$ cat src/rtl/sdcmd_pkg.sv
package sdcmd_pkg;

  typedef enum logic [3:0] {
    CMD_DESEL = 4'd0,
    CMD_NOP   = 4'd1,
    CMD_ACT   = 4'd2,
    CMD_RD    = 4'd3,
    CMD_RDA   = 4'd4,
    CMD_WR    = 4'd5,
    CMD_WRA   = 4'd6,
    CMD_PRE   = 4'd7,
    CMD_PREA  = 4'd8,
    CMD_REF   = 4'd9,
    CMD_SREF  = 4'd10,
    CMD_MRS   = 4'd11,
    CMD_BST   = 4'd12
  } cmd_e;

  typedef enum logic [2:0] {
    BK_IDLE   = 3'd0,
    BK_OPEN   = 3'd1,
    BK_ACTIVE = 3'd2,
    BK_PRECH  = 3'd3,
    BK_REFR   = 3'd4
  } bank_st_e;

endpackage

$ cat src/rtl/sdcmd_decode.sv
module sdcmd_decode
  import sdcmd_pkg::*;
(
  input  logic cs_n,
  input  logic ras_n,
  input  logic cas_n,
  input  logic we_n,
  input  logic cke,
  input  logic a10,
  output cmd_e cmd
);

  always_comb begin
    cmd = CMD_DESEL;
    if (!cs_n) begin
      case ({ras_n, cas_n, we_n})
        3'b111:  cmd = CMD_NOP;
        3'b011:  cmd = CMD_ACT;
        3'b101:  cmd = a10 ? CMD_RDA : CMD_RD;
        3'b100:  cmd = a10 ? CMD_WRA : CMD_WR;
        3'b010:  cmd = a10 ? CMD_PREA : CMD_PRE;
        3'b001:  cmd = cke ? CMD_REF : CMD_SREF;
        3'b000:  cmd = CMD_MRS;
        default: cmd = CMD_BST;
      endcase
    end
  end

endmodule

$ cat src/rtl/sdcmd_bank.sv
module sdcmd_bank
  import sdcmd_pkg::*;
#(
  parameter int TRCD = 3,
  parameter int TRP  = 3,
  parameter int TRFC = 6
) (
  input  logic     clk,
  input  logic     rst_n,
  input  logic     do_act,
  input  logic     do_close,
  input  logic     do_ref,
  input  logic     hold_refresh,
  output bank_st_e state
);

  localparam int MAXT = (TRFC > TRCD) ? ((TRFC > TRP) ? TRFC : TRP)
                                      : ((TRCD > TRP) ? TRCD : TRP);
  localparam int CW = $clog2(MAXT + 1);
  localparam logic [CW-1:0] LD_RCD = CW'(TRCD - 1);
  localparam logic [CW-1:0] LD_RP  = CW'(TRP - 1);
  localparam logic [CW-1:0] LD_RFC = CW'(TRFC - 1);
  localparam logic [CW-1:0] ONE    = CW'(1);

  bank_st_e      st_q, st_d;
  logic [CW-1:0] cnt_q, cnt_d;

  always_comb begin
    st_d  = st_q;
    cnt_d = cnt_q;
    case (st_q)
      BK_IDLE: begin
        if (do_ref) begin
          st_d  = BK_REFR;
          cnt_d = LD_RFC;
        end else if (do_act) begin
          st_d  = BK_OPEN;
          cnt_d = LD_RCD;
        end
      end
      BK_OPEN: begin
        if (cnt_q == ONE) st_d = BK_ACTIVE;
        else              cnt_d = cnt_q - ONE;
      end
      BK_ACTIVE: begin
        if (do_close) begin
          st_d  = BK_PRECH;
          cnt_d = LD_RP;
        end
      end
      BK_PRECH: begin
        if (cnt_q == ONE) st_d = BK_IDLE;
        else              cnt_d = cnt_q - ONE;
      end
      BK_REFR: begin
        if (hold_refresh)     cnt_d = LD_RFC;
        else if (cnt_q == ONE) st_d = BK_IDLE;
        else                   cnt_d = cnt_q - ONE;
      end
      default: st_d = BK_IDLE;
    endcase
  end

  always_ff @(posedge clk or negedge rst_n) begin
    if (!rst_n) begin
      st_q  <= BK_IDLE;
      cnt_q <= '0;
    end else begin
      st_q  <= st_d;
      cnt_q <= cnt_d;
    end
  end

  assign state = st_q;

  // an opening row can only finish opening
  assert_open_path_R4: assert property (@(posedge clk) disable iff (!rst_n)
    st_q == BK_OPEN |=> (st_q == BK_OPEN || st_q == BK_ACTIVE));

  // a closing bank can only end up idle
  assert_close_path_R5: assert property (@(posedge clk) disable iff (!rst_n)
    st_q == BK_PRECH |=> (st_q == BK_PRECH || st_q == BK_IDLE));

  // an idle bank moves only when commanded
  assert_idle_holds_R11: assert property (@(posedge clk) disable iff (!rst_n)
    (st_q == BK_IDLE && !do_act && !do_ref) |=> st_q == BK_IDLE);

endmodule

$ cat src/rtl/sdcmd_burst.sv
module sdcmd_burst #(
  parameter int NUM_BANKS = 4,
  parameter int BURST_LEN = 4,
  localparam int BAW = $clog2(NUM_BANKS)
) (
  input  logic                 clk,
  input  logic                 rst_n,
  input  logic                 start,
  input  logic                 auto_close,
  input  logic [BAW-1:0]       start_bank,
  input  logic                 stop,
  output logic                 live,
  output logic                 live_auto,
  output logic [BAW-1:0]       live_bank,
  output logic [NUM_BANKS-1:0] close_pulse
);

  localparam int BCW = $clog2(BURST_LEN + 1);
  localparam logic [BCW-1:0] LD_BL = BCW'(BURST_LEN - 1);
  localparam logic [BCW-1:0] ONE   = BCW'(1);

  logic           live_q, live_d;
  logic           ap_q, ap_d;
  logic [BAW-1:0] bank_q, bank_d;
  logic [BCW-1:0] cnt_q, cnt_d;
  logic           end_now;

  assign end_now = live_q && (cnt_q == ONE);

  always_comb begin
    live_d = live_q;
    ap_d   = ap_q;
    bank_d = bank_q;
    cnt_d  = cnt_q;
    if (start) begin
      live_d = 1'b1;
      ap_d   = auto_close;
      bank_d = start_bank;
      cnt_d  = LD_BL;
    end else if (stop || end_now) begin
      live_d = 1'b0;
      ap_d   = 1'b0;
    end else if (live_q) begin
      cnt_d = cnt_q - ONE;
    end
  end

  always_ff @(posedge clk or negedge rst_n) begin
    if (!rst_n) begin
      live_q <= 1'b0;
      ap_q   <= 1'b0;
      bank_q <= '0;
      cnt_q  <= '0;
    end else begin
      live_q <= live_d;
      ap_q   <= ap_d;
      bank_q <= bank_d;
      cnt_q  <= cnt_d;
    end
  end

  for (genvar b = 0; b < NUM_BANKS; b++) begin : g_close
    assign close_pulse[b] = end_now && ap_q && (bank_q == BAW'(b));
  end

  assign live      = live_q;
  assign live_auto = ap_q;
  assign live_bank = bank_q;

  // a burst runs its full length unless cut short or replaced
  assert_burst_runs_R7: assert property (@(posedge clk) disable iff (!rst_n)
    (live_q && cnt_q != ONE && !start && !stop) |=> live_q);

endmodule

$ cat src/rtl/sdram_cmd_tracker.sv
module sdram_cmd_tracker
  import sdcmd_pkg::*;
#(
  parameter int NUM_BANKS = 4,
  parameter int TRCD      = 3,
  parameter int TRP       = 3,
  parameter int TRFC      = 6,
  parameter int BURST_LEN = 4,
  localparam int BAW = $clog2(NUM_BANKS),
  localparam int SW  = 3
) (
  input  logic                    clk,
  input  logic                    rst_n,
  input  logic                    cs_n,
  input  logic                    ras_n,
  input  logic                    cas_n,
  input  logic                    we_n,
  input  logic                    cke,
  input  logic                    a10,
  input  logic [BAW-1:0]          ba,
  output logic [3:0]              cmd_o,
  output logic [NUM_BANKS*SW-1:0] bank_state_o,
  output logic                    illegal_o
);

  // reset: asserted asynchronously, released on the clock
  logic rst_s1, rst_i;
  always_ff @(posedge clk or negedge rst_n) begin
    if (!rst_n) begin
      rst_s1 <= 1'b0;
      rst_i  <= 1'b0;
    end else begin
      rst_s1 <= 1'b1;
      rst_i  <= rst_s1;
    end
  end

  cmd_e dec;
  sdcmd_decode u_dec (
    .cs_n (cs_n), .ras_n(ras_n), .cas_n(cas_n), .we_n(we_n),
    .cke  (cke),  .a10  (a10),   .cmd  (dec)
  );

  bank_st_e             st [NUM_BANKS];
  logic [NUM_BANKS-1:0] do_act, do_close, ap_close;
  logic                 do_ref;
  logic                 sref_q, sref_d;
  logic                 burst_live, burst_auto, burst_start, burst_stop, start_auto;
  logic [BAW-1:0]       burst_bank;
  logic                 legal;
  logic                 all_idle, all_settled, all_refr;
  bank_st_e             sel_st;
  logic                 ap_busy;
  cmd_e                 cmd_q;
  logic                 ill_q;

  for (genvar b = 0; b < NUM_BANKS; b++) begin : g_bank
    sdcmd_bank #(.TRCD(TRCD), .TRP(TRP), .TRFC(TRFC)) u_bank (
      .clk         (clk),
      .rst_n       (rst_i),
      .do_act      (do_act[b]),
      .do_close    (do_close[b]),
      .do_ref      (do_ref),
      .hold_refresh(sref_q),
      .state       (st[b])
    );
    assign bank_state_o[SW*b +: SW] = st[b];
  end

  sdcmd_burst #(.NUM_BANKS(NUM_BANKS), .BURST_LEN(BURST_LEN)) u_burst (
    .clk        (clk),
    .rst_n      (rst_i),
    .start      (burst_start),
    .auto_close (start_auto),
    .start_bank (ba),
    .stop       (burst_stop),
    .live       (burst_live),
    .live_auto  (burst_auto),
    .live_bank  (burst_bank),
    .close_pulse(ap_close)
  );

  // summary of bank states
  always_comb begin
    all_idle    = 1'b1;
    all_settled = 1'b1;
    all_refr    = 1'b1;
    for (int b = 0; b < NUM_BANKS; b++) begin
      if (st[b] != BK_IDLE) all_idle = 1'b0;
      if (st[b] != BK_IDLE && st[b] != BK_ACTIVE) all_settled = 1'b0;
      if (st[b] != BK_REFR) all_refr = 1'b0;
    end
  end

  assign sel_st  = st[ba];
  assign ap_busy = burst_live && burst_auto;

  // legality against the state table
  always_comb begin
    case (dec)
      CMD_ACT:  legal = (sel_st == BK_IDLE);
      CMD_RD, CMD_RDA, CMD_WR, CMD_WRA:
                legal = (sel_st == BK_ACTIVE) && !ap_busy;
      CMD_PRE:  legal = (sel_st == BK_IDLE || sel_st == BK_ACTIVE) && !ap_busy &&
                        !(burst_live && ba != burst_bank);
      CMD_PREA: legal = all_settled && !ap_busy;
      CMD_REF, CMD_SREF, CMD_MRS:
                legal = all_idle;
      CMD_BST:  legal = !ap_busy;
      default:  legal = 1'b1;
    endcase
  end

  // effects of a legal command
  always_comb begin
    for (int b = 0; b < NUM_BANKS; b++) begin
      do_act[b]   = legal && dec == CMD_ACT && ba == BAW'(b);
      do_close[b] = (legal && ((dec == CMD_PRE && ba == BAW'(b)) || dec == CMD_PREA)) ||
                    ap_close[b];
    end
    do_ref      = legal && (dec == CMD_REF || dec == CMD_SREF);
    burst_start = legal && (dec == CMD_RD || dec == CMD_RDA ||
                            dec == CMD_WR || dec == CMD_WRA);
    start_auto  = (dec == CMD_RDA || dec == CMD_WRA);
    burst_stop  = legal && (dec == CMD_BST || dec == CMD_PRE || dec == CMD_PREA);
    sref_d      = sref_q;
    if (sref_q && cke)                 sref_d = 1'b0;
    else if (legal && dec == CMD_SREF) sref_d = 1'b1;
  end

  always_ff @(posedge clk or negedge rst_i) begin
    if (!rst_i) begin
      cmd_q  <= CMD_DESEL;
      ill_q  <= 1'b0;
      sref_q <= 1'b0;
    end else begin
      cmd_q  <= dec;
      ill_q  <= !legal;
      sref_q <= sref_d;
    end
  end

  assign cmd_o     = cmd_q;
  assign illegal_o = ill_q;

  // a deselected cycle reports DESELECT and is never refused
  assert_desel_quiet_R2: assert property (@(posedge clk) disable iff (!rst_i)
    cs_n |=> (cmd_q == CMD_DESEL && !ill_q));

  // the flag never accompanies an idle command
  assert_nop_never_flagged_R3: assert property (@(posedge clk) disable iff (!rst_i)
    ill_q |-> (cmd_q != CMD_NOP && cmd_q != CMD_DESEL));

  // the bank of a running burst stays open
  assert_burst_bank_open_R8: assert property (@(posedge clk) disable iff (!rst_i)
    burst_live |-> st[burst_bank] == BK_ACTIVE);

  // self refresh keeps every bank refreshing
  assert_sref_all_banks_R10: assert property (@(posedge clk) disable iff (!rst_i)
    sref_q |-> all_refr);

endmodule

$ cat config.mk
export PLATFORM = sky130hd
export DESIGN_NAME = sdram_cmd_tracker
export DESIGN_NICKNAME = d
export VERILOG_FILES = /design/src/rtl/sdcmd_pkg.sv /design/src/rtl/sdcmd_decode.sv /design/src/rtl/sdcmd_bank.sv /design/src/rtl/sdcmd_burst.sv /design/src/rtl/sdram_cmd_tracker.sv
export SDC_FILE = /design/constraint.sdc
export NUM_CORES = 1
export LEC_CHECK = 0
export ABC_CLOCK_PERIOD_IN_PS = 2100
export CAP_MARGIN = 0
export CORE_UTILIZATION = 55
export DETAILED_ROUTE_END_ITERATION = 8
export DONT_BUFFER_PORTS = 1
export PLACE_DENSITY = 0.76
export SLEW_MARGIN = 20
export SYNTH_ARGS = -nofsm -noshare
export SYNTH_HDL_FRONTEND = slang
export SYNTH_SLANG_ARGS = --single-unit
$ cat constraint.sdc
create_clock -name clk -period 2.1 [get_ports clk]
set_input_delay 0.21 -clock clk [delete_from_list [all_inputs] [get_ports clk]]
set_output_delay 0.21 -clock clk [all_outputs]
set_load 0.005 [all_outputs]
# Word level (Yosys, flattened, before mapping)
# Index checks and enable logic that the tools add are counted.
# word_totals
register_bits	39
input_bits	10
output_inout_bits	17
elab_cells	257
# op_classes
add_sub_neg	5
n_lt_le_gt_ge	1
n_eq_ne	67
n_mux	78
bitwise_logic	1
n_reduce_logical	88
# op_table
op	count
$mux W3	50
$pmux W3 S5	4
$pmux W3 S4	4
$logic_and A1 B1 Y1	34
$eq A3 B2 Y1 const B	11
$eq A3 B1 Y1 const B	10
$pmux W4 S7	1
$ne A3 B2 Y1 const B	8
$eq A3 B3 Y1 const B	7
$eq A4 B4 Y1 const B	5
$logic_not A3 Y1	6
$logic_or A1 B1 Y1	17
$eq A4 B3 Y1 const B	4
$ne A2 B1 Y1 const B	8
$reduce_and A4 Y1	4
$reduce_bool A4 Y1	4
$sub A3 B1 Y3 const B	5
$mux W1	13
$reduce_and A3 Y1	4
$reduce_bool A3 Y1	4
$ne A2 B2 Y1 const B	5
$eq A2 B2 Y1 const B	4
$eq A4 B2 Y1 const B	2
$mux W4	2
other kinds (14)	24

# Depth between registers and ports, before layout
# Gate-level depths: netlist of the first run.
# depth
depth_word	14
mapped_depth	9
ltp_nobuf	9

# Cells and area by module
# From an unflattened synthesis of the first run, not the netlist that was laid out.
# hier_totals
hier_cells	319
area_unflattened_um2	2896.5
# modules_own_cells
module	instances	cells_per_inst	area_per_inst_um2	seq_area_each_um2
sdcmd_bank	4	47	435.4	150.1
sdram_cmd_tracker	1	74	650.6	200.2
sdcmd_burst	1	36	389.1	175.2
sdcmd_decode	1	21	115.1	0.0

# Least setup slack after synthesis of the first run
# OpenSTA, ideal clock, no wires.
# synth_timing
kind	register to register
from	register g_bank[3].u_bank.st_q[2]
to	register g_bank[1].u_bank.cnt_q[2]
t_arrival_ps	2241
slack_ps	-269
stages_incl_launch_ff	10
n_path_buf	1
synth_period_minus_slack_ps	2369
cell_sequence	dfrtp_1 -> buf_6 -> nor2_1 -> mux4_2 -> a32oi_1 -> o21a_1 -> nand3_2 -> inv_2 -> a221o_2 -> a2111o_1
# synth_via
elab_chain_cells	12
word_cells_on_any_way	26
classes_between	eq/ne: 4; mux: 8; reduce/logical: 14
# synth_rtl
item	line_no	source
start: declaration	sdcmd_bank.sv:25	bank_st_e st_q, st_d;
start signal: assignment	sdcmd_bank.sv:69	st_q <= st_d;
$bmux W3 S2	sdram_cmd_tracker.sv:95	assign sel_st = st[ba];
$mux W3 (implied by the code) (2 in series)	sdram_cmd_tracker.sv:95	
$eq A3 B2 Y1 / $logic_not A3 Y1 (equally long branches)	sdram_cmd_tracker.sv:103, sdram_cmd_tracker.sv:104, sdram_cmd_tracker.sv:101	
$logic_or A1 B1 Y1	sdram_cmd_tracker.sv:104	CMD_PRE: legal = (sel_st == BK_IDLE || sel_st == BK_ACTIVE) && !ap_busy &&
$logic_and A1 B1 Y1 (2 in series)	sdram_cmd_tracker.sv:104	
$pmux W1 S6 (*)	sdram_cmd_tracker.sv:100	case (dec)
$logic_and A1 B1 Y1 (on tied branches)	sdram_cmd_tracker.sv:117, sdram_cmd_tracker.sv:118	
$logic_and A1 B1 Y1 / $logic_or A1 B1 Y1 (equally long branches)	sdram_cmd_tracker.sv:117, sdram_cmd_tracker.sv:118	
$ne A3 B2 Y1 (no source line) / $ne A2 B1 Y1 (equally long branches)	--	
$reduce_and A3 Y1 (no source line)	--	
end signal: assignment	sdcmd_bank.sv:70	cnt_q <= cnt_d;
end: declaration	sdcmd_bank.sv:26	logic [CW-1:0] cnt_q, cnt_d;
# Mark *: on every way between the ends. The rest lies on a longest branch, timed or not. The select of a mux whose other input is x is not followed.
# A chain may end at the register's enable or synchronous reset.

# Final worst setup path of the first run
# layout_timing
from	register g_bank[0].u_bank.st_q[1]
to	register g_bank[2].u_bank.cnt_q[2]
# layout_via
elab_chain_cells	12
word_cells_on_any_way	32
classes_between	eq/ne: 4; mux: 14; reduce/logical: 14
# layout_rtl
item	line_no
start: declaration	sdcmd_bank.sv:25
start signal: assignment	sdcmd_bank.sv:69
$bmux W3 S2, or another cell as far along	sdram_cmd_tracker.sv:95
$mux W3 (implied by the code) / $logic_and A1 B1 Y1 (equally long branches)	sdram_cmd_tracker.sv:95, sdram_cmd_tracker.sv:90
$mux W3 (implied by the code) / $mux W1 (equally long branches)	sdram_cmd_tracker.sv:95, sdram_cmd_tracker.sv:90
$eq A3 B2 Y1, or another cell as far along	sdram_cmd_tracker.sv:103, sdram_cmd_tracker.sv:104
$logic_or A1 B1 Y1 / $mux W1 (equally long branches)	sdram_cmd_tracker.sv:104, sdram_cmd_tracker.sv:90
$logic_and A1 B1 Y1 / $mux W1 (equally long branches)	sdram_cmd_tracker.sv:104, sdram_cmd_tracker.sv:90
$logic_and A1 B1 Y1 (on tied branches)	sdram_cmd_tracker.sv:104, sdram_cmd_tracker.sv:106
$pmux W1 S6 (*)	sdram_cmd_tracker.sv:100
$logic_and A1 B1 Y1 (on tied branches)	sdram_cmd_tracker.sv:117, sdram_cmd_tracker.sv:118
$logic_and A1 B1 Y1 / $logic_or A1 B1 Y1 (equally long branches)	sdram_cmd_tracker.sv:117, sdram_cmd_tracker.sv:118
$ne A3 B2 Y1 (no source line) / $ne A2 B1 Y1 (equally long branches)	--
$reduce_and A3 Y1 (no source line)	--
end signal: assignment	sdcmd_bank.sv:70
end: declaration	sdcmd_bank.sv:26
# Marks and branches as above.

==> results.md, run 1 <==
- Crit. End Element: flip-flop
- Synth-to-layout area growth: 21.9%
- Root Buffer: clkbuf_8
- Reg clk slew, reported paths: 0.07 ns
- Gp weighted congestion: 0.935
- Pleak: 1.55 nW
- Clk_lat worst skew: 0.29 ns
- Hold WC Path Type: input pin to flip-flop
- Period utilization: 1.08
- Setup Viol. Count Final: 22
- DP Wirelength: 4810 um
- Clk sink count: 39
- Die area: 5320 um^2
- CP Launch Type: flip-flop
- Drt total wl: 6840 um
- Chip Width: 73.0 um
- Share of layout cells above drive strength 1: 0.266
- Skew final: 0.00368 ns
- Filler cells: 373
- Number of synthesized register bits: 39
- Pwr/cell area: 1250 nW/um^2
- Unrepaired setup endpoints after global routing: true
- Starting density of the core: 0.579
- YS warnings: 0
- # placed instances: 416
- Status: finished, violations left
- Antenna diodes: 0
- Initial DRT Pass Iterations: 5
- Max-slew headroom: 0.662
- Vias in the first global route: 2,338
- VDD IR-drop max: 0.672 mV
- Ys async rst share: 1.00
- Final Hold Viols: 0
- H-tree level count: 2
- Primary FF master, synth: dfrtp_1
- Critical path class: flip-flop to flip-flop
- I/O Buffers: 0
- Final net count: 387
- DR WL/cell: 15.7 um
- Compound-gate portion of the synthesized area: 0.232
- Sequential power share: 0.288
- Vias: 2,576
- DP Area: 3060 um^2
- Clock share of power: 0.131
- I/O pin count: 27
- Simple-Gate Fraction of Synth Area: 0.224
- Mux contribution to synthesized area: 0.0352
- Fin util: 0.705
- First-pass GRT wire length: 10,800 um
- Vias per cell: 5.92
- Sw Share: 0.405
- Maxcap violations: 0
- Critical path required time: 2.26 ns
- Gate Count Post-Synth: 321
- DRT antenna net count: 0
- Main combinational cell family by area after synthesis: compound AO/OA/AOI/OAI gates
- Data arrival time of the critical path: 2.43 ns
- DRT iter0 DRCs: 167
- Clock buffer depth: 2
- Netlist cell types: 68
- Largest net degree at the start of global routing: 38
- FP Rows: 25
- Number of flops mapped to enable cells by yosys: 0
- Synthesized area: 2770 um^2
- Xor/xnor share of the synthesized area: 0.0253
- CTS buffer count: 5
- Syn_area_per_cell: 8.63 um^2
- DRC Markers: 0
- Total GRT Usage: 0.267
- Net Count, Synth: 341
- Max frequency: 0.441 GHz
- Core area: 4790 um^2
- Adder-Cell Fraction of Synth Area: 0.0452
- Post-Layout Inst Area: 3380 um^2
- Sum Neg Setup Slack: -1.72 ns
- Comb pwr share: 0.581
- Seq/Total Area, Yosys: 0.352
- GR Overflow Total: 0
- Post-route minimum period: 2.27 ns
- Initial antenna violation count: 0
- Worst Tran Pin Value: 0.505 ns
- Total internal power: 0.00251 W
- Failing checks: negative setup slack
- P_sw: 0.00171 W
- Final worst setup slack: -0.169 ns
- Post-layout instance count excluding filler cells: 435
- Max Slew Vio Count: 0
- Die H: 73.0 um
- Crit path max fanout: 3
- CTS tree: yes
==> state kept, by name, summed over array words and instances (netlist names) <==
name	flops
rst_s1	1
illegal_o	1
u_burst.cnt_q	3
sref_q	1
rst_i	1
u_burst.live_bank	2
u_burst.live_auto	1
g_bank.u_bank.state	12
cmd_o	4
u_burst.live	1
g_bank.u_bank.cnt_q	12
==> critical path, cell delays in order (launching register included) <==
cell and delay [ns]:
dfrtp_1 0.43, mux4_2 0.53, nor2_4 0.12, buf_4 0.11, buf_4 0.10, a21oi_1 0.06, a21oi_1 0.14, o211ai_1 0.14
buf_4 0.17, a221oi_2 0.23, o211ai_1 0.11
==> per-stage QoR <==
step                total power (W)  setup slack (ns)  hold slack [ns]
floorplan                   0.00274            -0.136          -0.0856
global placement            0.00332            -0.119          -0.0856
detailed placement          0.00338            -0.165          -0.0856
CTS                         0.00405            -0.128          0.00495
global route                0.00452            -0.223          0.00447
finish                      0.00421            -0.169           0.0106
==> cell families after synthesis <==
kind of cell,count (synthesis)
other cells,1
fa+ha+maj,10
simple gates,122
xor+xnor,8
buf+inv,41
mux,7
compound gates,93
flops,39
==> cell type report <==
class	instances	area [um^2]	area share
Inverter	24	90.1	0.0267
Timing Repair Buffer	56	430	0.128
Sequential cell	39	976	0.289
Tap cell	67	83.8	0.0248
Clock buffer	8	100	0.0297
Multi-Input combinational cell	241	1700	0.502
==> cells in the final DEF, fill, tap and decap left out, types with 10 or more instances in the layout <==
cell type	count
a21oi_1	20
buf_4	52
dfrtp_1	39
ha_1	10
inv_1	23
nand2_1	24
nor2_1	37
nor2b_1	10
o21ai_0	17
==> synth_stat cells, types with 2 or more instances <==
cell / number / area, um^2
nor2_1: 41 / 154
dfrtp_1: 39 / 976
nand2_1: 27 / 101
inv_1: 23 / 86.3
a21oi_1: 20 / 100
o21ai_0: 19 / 95.1
ha_1: 10 / 125
nor2b_1: 10 / 62.6
nand2b_1: 7 / 43.8
nor3_1: 7 / 35.0
a31oi_1: 6 / 37.5
buf_6: 6 / 67.6
o211ai_1: 6 / 45.0
clkbuf_1: 5 / 18.8
xor2_1: 5 / 43.8
a211oi_1: 4 / 30.0
and3_1: 4 / 25.0
nor4_1: 4 / 25.0
o22ai_1: 4 / 25.0
or3_1: 4 / 25.0
a32o_1: 3 / 30.0
clkbuf_8: 3 / 41.3
mux2i_1: 3 / 30.0
nand3_1: 3 / 15.0
o21a_1: 3 / 22.5
o21bai_1: 3 / 22.5
o31ai_1: 3 / 22.5
xnor2_1: 3 / 26.3
a2111o_1: 2 / 22.5
mux2_2: 2 / 22.5
mux4_2: 2 / 45.0
nor4b_1: 2 / 17.5
o32a_1: 2 / 20.0
or2_2: 2 / 12.5
==> worst paths after layout <==
kind / start / endpoint / slack [ns] / cells after the start
max in group asynchronous: rst_i / g_bank[0].u_bank.cnt_q[2] / 1.48 / 1
setup reg to reg: g_bank[0].u_bank.state[1] / g_bank[2].u_bank.cnt_q[2] / -0.17 / 10
setup / recovery: g_bank[0].u_bank.state[1] / g_bank[2].u_bank.cnt_q[2] / -0.17 / 10
hold / removal: cas_n / cmd_o[3] / 0.01 / 1
min in group asynchronous: rst_n / rst_s1 / 0.14 / 1
hold reg to reg: rst_i / illegal_o / 0.29 / 1
==> power by group through the flow <==
stage / combinational (W) / sequential, W / clock [W]
2_1_floorplan: 0.00150 / 0.00124 / 0
3_3_place_gp: 0.00211 / 0.00121 / 0
3_5_place_dp: 0.00216 / 0.00122 / 0
4_1_cts: 0.00228 / 0.00121 / 0.000564
5_1_grt: 0.00269 / 0.00124 / 0.000593
6_report: 0.00245 / 0.00121 / 0.000553
==> metal layers <==
layer | track usage | up-vias | wire length, um
met5 | 0 | - | 0
met4 | 0.0915 | 0 | 110
met3 | 0.0401 | 17 | 442
met2 | 0.420 | 98 | 3210
met1 | 0.378 | 1222 | 3080
li1 | - | 1239 | -
==> timing repair <==
item / CTS / global route
endpoints found under the hold margin: 7 / 0
gates resized for setup: 14 / 9
setup endpoints to repair: 17 / 24
pin swaps: 10 / 5
hold buffers: 4 / 0
setup buffers: 4 / 3
Power figures use the tool's default switching activity.
==> run 2: changes to the inputs <==
--- a/config.mk
+++ b/config.mk
@@ -5,12 +5,13 @@
 export SDC_FILE = /design/constraint.sdc
 export NUM_CORES = 1
 export LEC_CHECK = 0
+export ABC_AREA = 1
 export ABC_CLOCK_PERIOD_IN_PS = 2100
+export BUFFER_PORTS_ARGS = -buffer_cell sky130_fd_sc_hd__buf_4
 export CAP_MARGIN = 0
 export CORE_UTILIZATION = 55
 export DETAILED_ROUTE_END_ITERATION = 8
-export DONT_BUFFER_PORTS = 1
-export PLACE_DENSITY = 0.76
+export PLACE_DENSITY = 0.81
 export SLEW_MARGIN = 20
 export SYNTH_ARGS = -nofsm -noshare
 export SYNTH_HDL_FRONTEND = slang
==> results.md, run 2 <==
- I/O Buffers: 26
- Comb pwr share: 0.640
- Most instantiated cells after synthesis: nand2_1 (120), inv_1 (61), nor2_1 (49)
- Period utilization: 1.06
- I/O pin count: 27
- Hold WC Path Type: input pin to flip-flop
- Primary FF master, synth: dfrtp_1
- Setup Viol. Count Final: 13
- RR Startpoint: g_bank[0].u_bank.state[0]
- Vias: 3,078
- Max-slew headroom: 0.613
- Synth-to-layout area growth: 32.0%
- WHS: 0.121 ns
- Tot Pwr: 0.00506 W
- Pwr/cell area: 1330 nW/um^2
- Gp weighted congestion: 0.921
- Critical path class: flip-flop to flip-flop
- Final Hold Viols: 0
- Initial DRT Pass Iterations: 5
- Syn_area_per_cell: 6.87 um^2
- Sum Neg Setup Slack: -0.433 ns
- DRT antenna net count: 0
- GR Overflow Total: 0
- Max Slew Vio Count: 0
- R2r endpoint: g_bank[1].u_bank.state[2]
- Die area: 5520 um^2
- CTS tree: yes
- DR WL/cell: 13.6 um
- DRT iter0 DRCs: 281
- Synth area leaders: dfrtp_1 (34%), nand2_1 (16%), inv_1 (8.0%)
- VDD IR-drop max: 0.669 mV
- Share of layout cells above drive strength 1: 0.289
- Commonest non-fill, non-tap cell in the layout: nand2_1
- Unrepaired setup endpoints after global routing: true
- First-pass GRT wire length: 12,100 um
- Number of synthesized register bits: 39
- Post-synth top area share: 0.339
- Root Buffer: clkbuf_8
- Failing checks: negative setup slack
- Largest net degree at the start of global routing: 26
- Net Count, Synth: 439
- Vias in the first global route: 2,886
- Total internal power: 0.00270 W
- Worst Tran Pin Value: 0.576 ns
- Initial antenna violation count: 0
- Core area: 4880 um^2
- Commonest cells after routing, fill and taps aside: nand2_1 (102), buf_4 (72), inv_1 (61)
- Count leader, synth: nand2_1
- DRC Markers: 0
- CP Launch Type: flip-flop
- Synthesized area: 2880 um^2
- Ys async rst share: 1.00
- Antenna diodes: 0
- Seq/Total Area, Yosys: 0.339
- Clock share of power: 0.102
- Vias per cell: 5.42
- FP Rows: 25
- Gate Count Post-Synth: 419
- Final worst setup slack: -0.120 ns
- Pleak: 2.08 nW
- Sw Share: 0.467
- Drt total wl: 7710 um
- Post-route minimum period: 2.22 ns
- Critical hold path startpoint: cke
- Number of flops mapped to enable cells by yosys: 0
- Critical path required time: 2.28 ns
- DP Wirelength: 5380 um
- YS warnings: 0
- Status: finished, violations left
- Die H: 74.3 um
- Clk_lat worst skew: 0.29 ns
- H-tree level count: 2
- Netlist cell types: 27
- Sequential power share: 0.258
- Crit path max fanout: 5
- Hold endpoint: sref_q
- Total GRT Usage: 0.281
- Chip Width: 74.3 um
- Leading area contributor after synthesis: dfrtp_1
- Reg clk slew, reported paths: 0.07 ns
- Maxcap violations: 0
- R2r setup slk: -0.12 ns
- Final net count: 521
- Worst Reg-to-Reg Cells: 14
- Data arrival time of the critical path: 2.39 ns
- DP Area: 3480 um^2
- Max frequency: 0.451 GHz
- Crit. End Element: flip-flop
- Clock buffer depth: 2
- Starting density of the core: 0.589
- CTS buffer count: 5
- Post-Layout Inst Area: 3800 um^2
- Clk sink count: 39
- Skew final: 0.00655 ns
- Hold path cells: 2
- P_sw: 0.00236 W
-- run 2: cell types whose count changed after synthesis, sizes merged, moves of 7 or more --
cell	delta
a21boi	+7
nand4	+16
nor2b	-10
nand3	+39
clkbuf	-8
inv	+40
nor2	+13
nand2	+100
nand2b	-7
-- run 2: cells by family (layout without fill, tap and decap cells) --
kind of cell	Yosys count	count (layout)	synth area share
other	1	1	0.00130
xor gates and xnor gates	10	10	0.0304
AOI/OAI and AO/OA	44	44	0.0848
buffers and inverters	67	149	0.0926
adders and majority gates	10	10	0.0435
and+or+nand+nor	248	248	0.408
DFF	39	39	0.339
-- run 2: layer usage --
| layer | wire length, um | vias up | track usage | part of all wire |
|---|---|---|---|---|
| li1 | - | 1498 | - | - |
| met1 | 3170 | 1443 | 0.347 | 0.41 |
| met2 | 3940 | 113 | 0.497 | 0.51 |
| met3 | 419 | 24 | 0.0488 | 0.054 |
| met4 | 180 | 0 | 0.0964 | 0.023 |
| met5 | 0 | - | 0 | 0 |
-- run 2: power groups by stage --
stage               combinational [W]  clock [W]  sequential (W)
finish                        0.00323   0.000517         0.00130
global route                  0.00359   0.000557         0.00134
CTS                           0.00284   0.000525         0.00128
detailed placement            0.00281          0         0.00129
global placement              0.00271          0         0.00128
floorplan                     0.00183          0         0.00130
-- run 2: per-stage QoR --
stage,util,setup slack [ns],instances
after floorplan,-,0.156,419
after CTS,0.734,0.00843,562
final,0.778,-0.120,568
after detailed placement,0.713,-0.101,554
after global placement,0.713,-0.0167,554
after global routing,0.778,-0.277,568
-- run 2: repair_timing --
action | 4_1_cts | 5_1_grt
endpoints found under the setup margin | 12 | 31
gates resized for setup | 1 | 47
hold buffers | 1 | 0
hold endpoints to repair | 2 | 0
pin swaps | 1 | 26
buffers inserted | 0 | 7
-- run 2: layout make-up --
class / count / area, um^2
inverter: 64 / 240
multi-input combinational: 313 / 1790
clock inverter: 1 / 5.00
tap: 67 / 83.8
timing repair buffer: 78 / 616
clock buffer: 6 / 82.6
sequential: 39 / 976
fill: 354 / 1080
-- run 2: worst max path at each step --
stage,from,to,slack [ns]
final,g_bank[0].u_bank.state[0],g_bank[1].u_bank.state[2],-0.12
after global routing,g_bank[1].u_bank.state[0],g_bank[1].u_bank.state[2],-0.28
after CTS,g_bank[0].u_bank.state[2],g_bank[0].u_bank.cnt_q[1],0.008
after detailed placement,cas_n,u_burst.cnt_q[1],-0.10
after global placement,ba[1],u_burst.cnt_q[0],-0.02
after floorplan,g_bank[0].u_bank.state[2],g_bank[1].u_bank.state[0],0.16
-- run 2: critical path, cell delays in order, from the launching register on --
cell	delay [ns]
dfrtp_1	0.38
nor2_1	0.13
buf_4	0.16
nor2_2	0.05
nor2_2	0.13
nand2_2	0.08
nor3_2	0.16
nand2_1	0.11
buf_4	0.15
inv_1	0.11
nand3_1	0.11
nand3_2	0.18
nand3_2	0.14
nand2_1	0.14
nand2_1	0.08
==> run 3: changes to the inputs <==
--- a/config.mk
+++ b/config.mk
@@ -9,8 +9,10 @@
 export ABC_CLOCK_PERIOD_IN_PS = 2100
 export BUFFER_PORTS_ARGS = -buffer_cell sky130_fd_sc_hd__buf_4
 export CAP_MARGIN = 0
+export CORE_ASPECT_RATIO = 1.75
 export CORE_UTILIZATION = 55
 export DETAILED_ROUTE_END_ITERATION = 8
+export HOLD_SLACK_MARGIN = 0.03
 export PLACE_DENSITY = 0.81
 export SLEW_MARGIN = 20
 export SYNTH_ARGS = -nofsm -noshare
==> results.md, run 3 (synthesis results as in run 2) <==
- GR Layer Usage met2: 0.520
- CP Launch Type: flip-flop
- DRT antenna net count: 0
- Vias: 3,113
- Vias in the first global route: 2,909
- Sequential power share: 0.255
- Max Slew Vio Count: 0
- Commonest non-fill, non-tap cell in the layout: nand2_1
- Skew final: 0.00500 ns
- Share of layout cells above drive strength 1: 0.279
- P_sw: 0.00241 W
- DRT iter0 DRCs: 231
- Clk sink count: 39
- Crit path max fanout: 5
- First-pass GRT wire length: 12,300 um
- Starting density of the core: 0.573
- DRC Markers: 2
- Clock share of power: 0.107
- Die area: 5530 um^2
- Pwr/cell area: 1350 nW/um^2
- Sw Share: 0.478
- Hold WC Path Type: input pin to flip-flop
- Maxcap violations: 0
- Global routing usage on met3: 0.0453
- FP Rows: 34
- Period utilization: 1.03
- Synth-to-layout area growth: 30.0%
- Total GRT Usage: 0.284
- Setup Viol. Count Final: 11
- Worst Tran Pin Value: 0.710 ns
- DR WL/cell: 14.4 um
- Largest net degree at the start of global routing: 38
- Final Hold Viols: 0
- Status: finished, violations left
- Initial DRT Pass Iterations: 9
- Failing checks: design-rule violations, negative setup slack
- Antenna diodes: 0
- CTS tree: yes
- Clk_lat worst skew: 0.31 ns
- Clock buffer depth: 2
- Post-route minimum period: 2.15 ns
- Initial antenna violation count: 0
- CTS buffer count: 5
- GR Overflow Total: 0
- GRT Max-Usage Layer: met2
- Max frequency: 0.464 GHz
- Gp weighted congestion: 0.928
- Root Buffer: clkbuf_8
- Filler cells: 373
- Data arrival time of the critical path: 2.36 ns
- Reg clk slew, reported paths: 0.08 ns
- Commonest cells after routing, fill and taps aside: nand2_1 (111), buf_4 (69), inv_1 (61)
- Pleak: 2.05 nW
- Post-Layout Inst Area: 3740 um^2
- Unrepaired setup endpoints after global routing: true
- Chip Width: 56.7 um
- H-tree level count: 2
- Final net count: 517
- Final worst setup slack: -0.0529 ns
- DP Wirelength: 5680 um
- VDD IR-drop max: 0.754 mV
- Comb pwr share: 0.638
- Critical path class: flip-flop to flip-flop
- Tot Pwr: 0.00504 W
- I/O pin count: 27
- Max-slew headroom: 0.522
- Vias per cell: 5.64
- DP Area: 3440 um^2
- Grt met1 use: 0.282
- Die H: 97.7 um
- Core area: 5020 um^2
- I/O Buffers: 26
- Total internal power: 0.00263 W
- Crit. End Element: flip-flop
- Critical path required time: 2.30 ns
- Drt total wl: 7950 um
==> run 3: cell count changes in the layout (fill, tap and decap cells not counted), sizes merged <==
cell	change
buf	-5
clkbuf	-1
clkinv	+1
clkinvlp	+1
nand2	+1
==> run 3: repair_timing <==
item                                   in CTS  in global routing
cloned                                      0                  1
buffers inserted                            0                  3
endpoints found under the hold margin       2                  0
hold buffers                                1                  0
setup endpoints to repair                  13                 31
gates resized for setup                     1                 46
pin swaps                                   0                 23
==> run 3: area by class of cell <==
class,count,area [um^2],share of cell area
multi-input combinational,314,1800,0.481
sequential,39,977,0.261
timing repair buffer,73,562,0.150
inverter,64,240,0.0642
clock buffer,5,68.8,0.0184
tap,54,67.6,0.0181
clock inverter,3,25.0,0.00669
==> run 3: power groups by stage <==
stage | Sequential (W) | Combinational (W) | Clock (W)
CTS | 0.00127 | 0.00286 | 0.000539
finish | 0.00128 | 0.00322 | 0.000539
global placement | 0.00127 | 0.00273 | 0
floorplan | 0.00130 | 0.00183 | 0
detailed placement | 0.00128 | 0.00283 | 0
global route | 0.00132 | 0.00354 | 0.000573
==> run 3: routing by layer <==
metal	share of wire	wire length (um)
met1	0.36	2840
met3	0.041	328
met4	0.042	334
met2	0.56	4450
met5	0	0
==> run 3: critical path, stage by stage (launching register included) <==
cell	delay (ns)
dfrtp_1	0.40
nor2_2	0.16
inv_1	0.09
nor2_1	0.15
buf_4	0.14
nand3_2	0.07
nor2_4	0.12
nand3_2	0.08
nand3_2	0.09
nor2_4	0.05
nand2_2	0.10
nand2_1	0.08
nand2_1	0.22
nand3_2	0.15
nand2_1	0.08
nand2_1	0.05
==> run 3: metrics by stage <==
stage               TNS (ns)  hold slack, ns  cells  setup slack, ns  utilization
finish                -0.260           0.106    552          -0.0529        0.745
global route           -2.82           0.115    552           -0.144        0.745
CTS                        0           0.103    548           0.0255        0.706
detailed placement    -0.764        -0.00594    539           -0.123        0.684
global placement      -0.176        -0.00799    539          -0.0410        0.684
floorplan                  0         -0.0856    419            0.156            -
==> run 3: path summary, 6_finish.rpt <==
path | endpoint | start | slack [ns] | cells past startpoint
setup / recovery | g_bank[0].u_bank.cnt_q[1] | g_bank[0].u_bank.state[0] | -0.05 | 15
hold / removal | sref_q | cke | 0.11 | 2
setup reg to reg | g_bank[0].u_bank.cnt_q[1] | g_bank[0].u_bank.state[0] | -0.05 | 15
hold reg to reg | g_bank[0].u_bank.cnt_q[2] | rst_i | 0.30 | 1
max in group asynchronous | u_burst.live_bank[1] | rst_i | 1.44 | 1
min in group asynchronous | rst_s1 | rst_n | 0.20 | 2
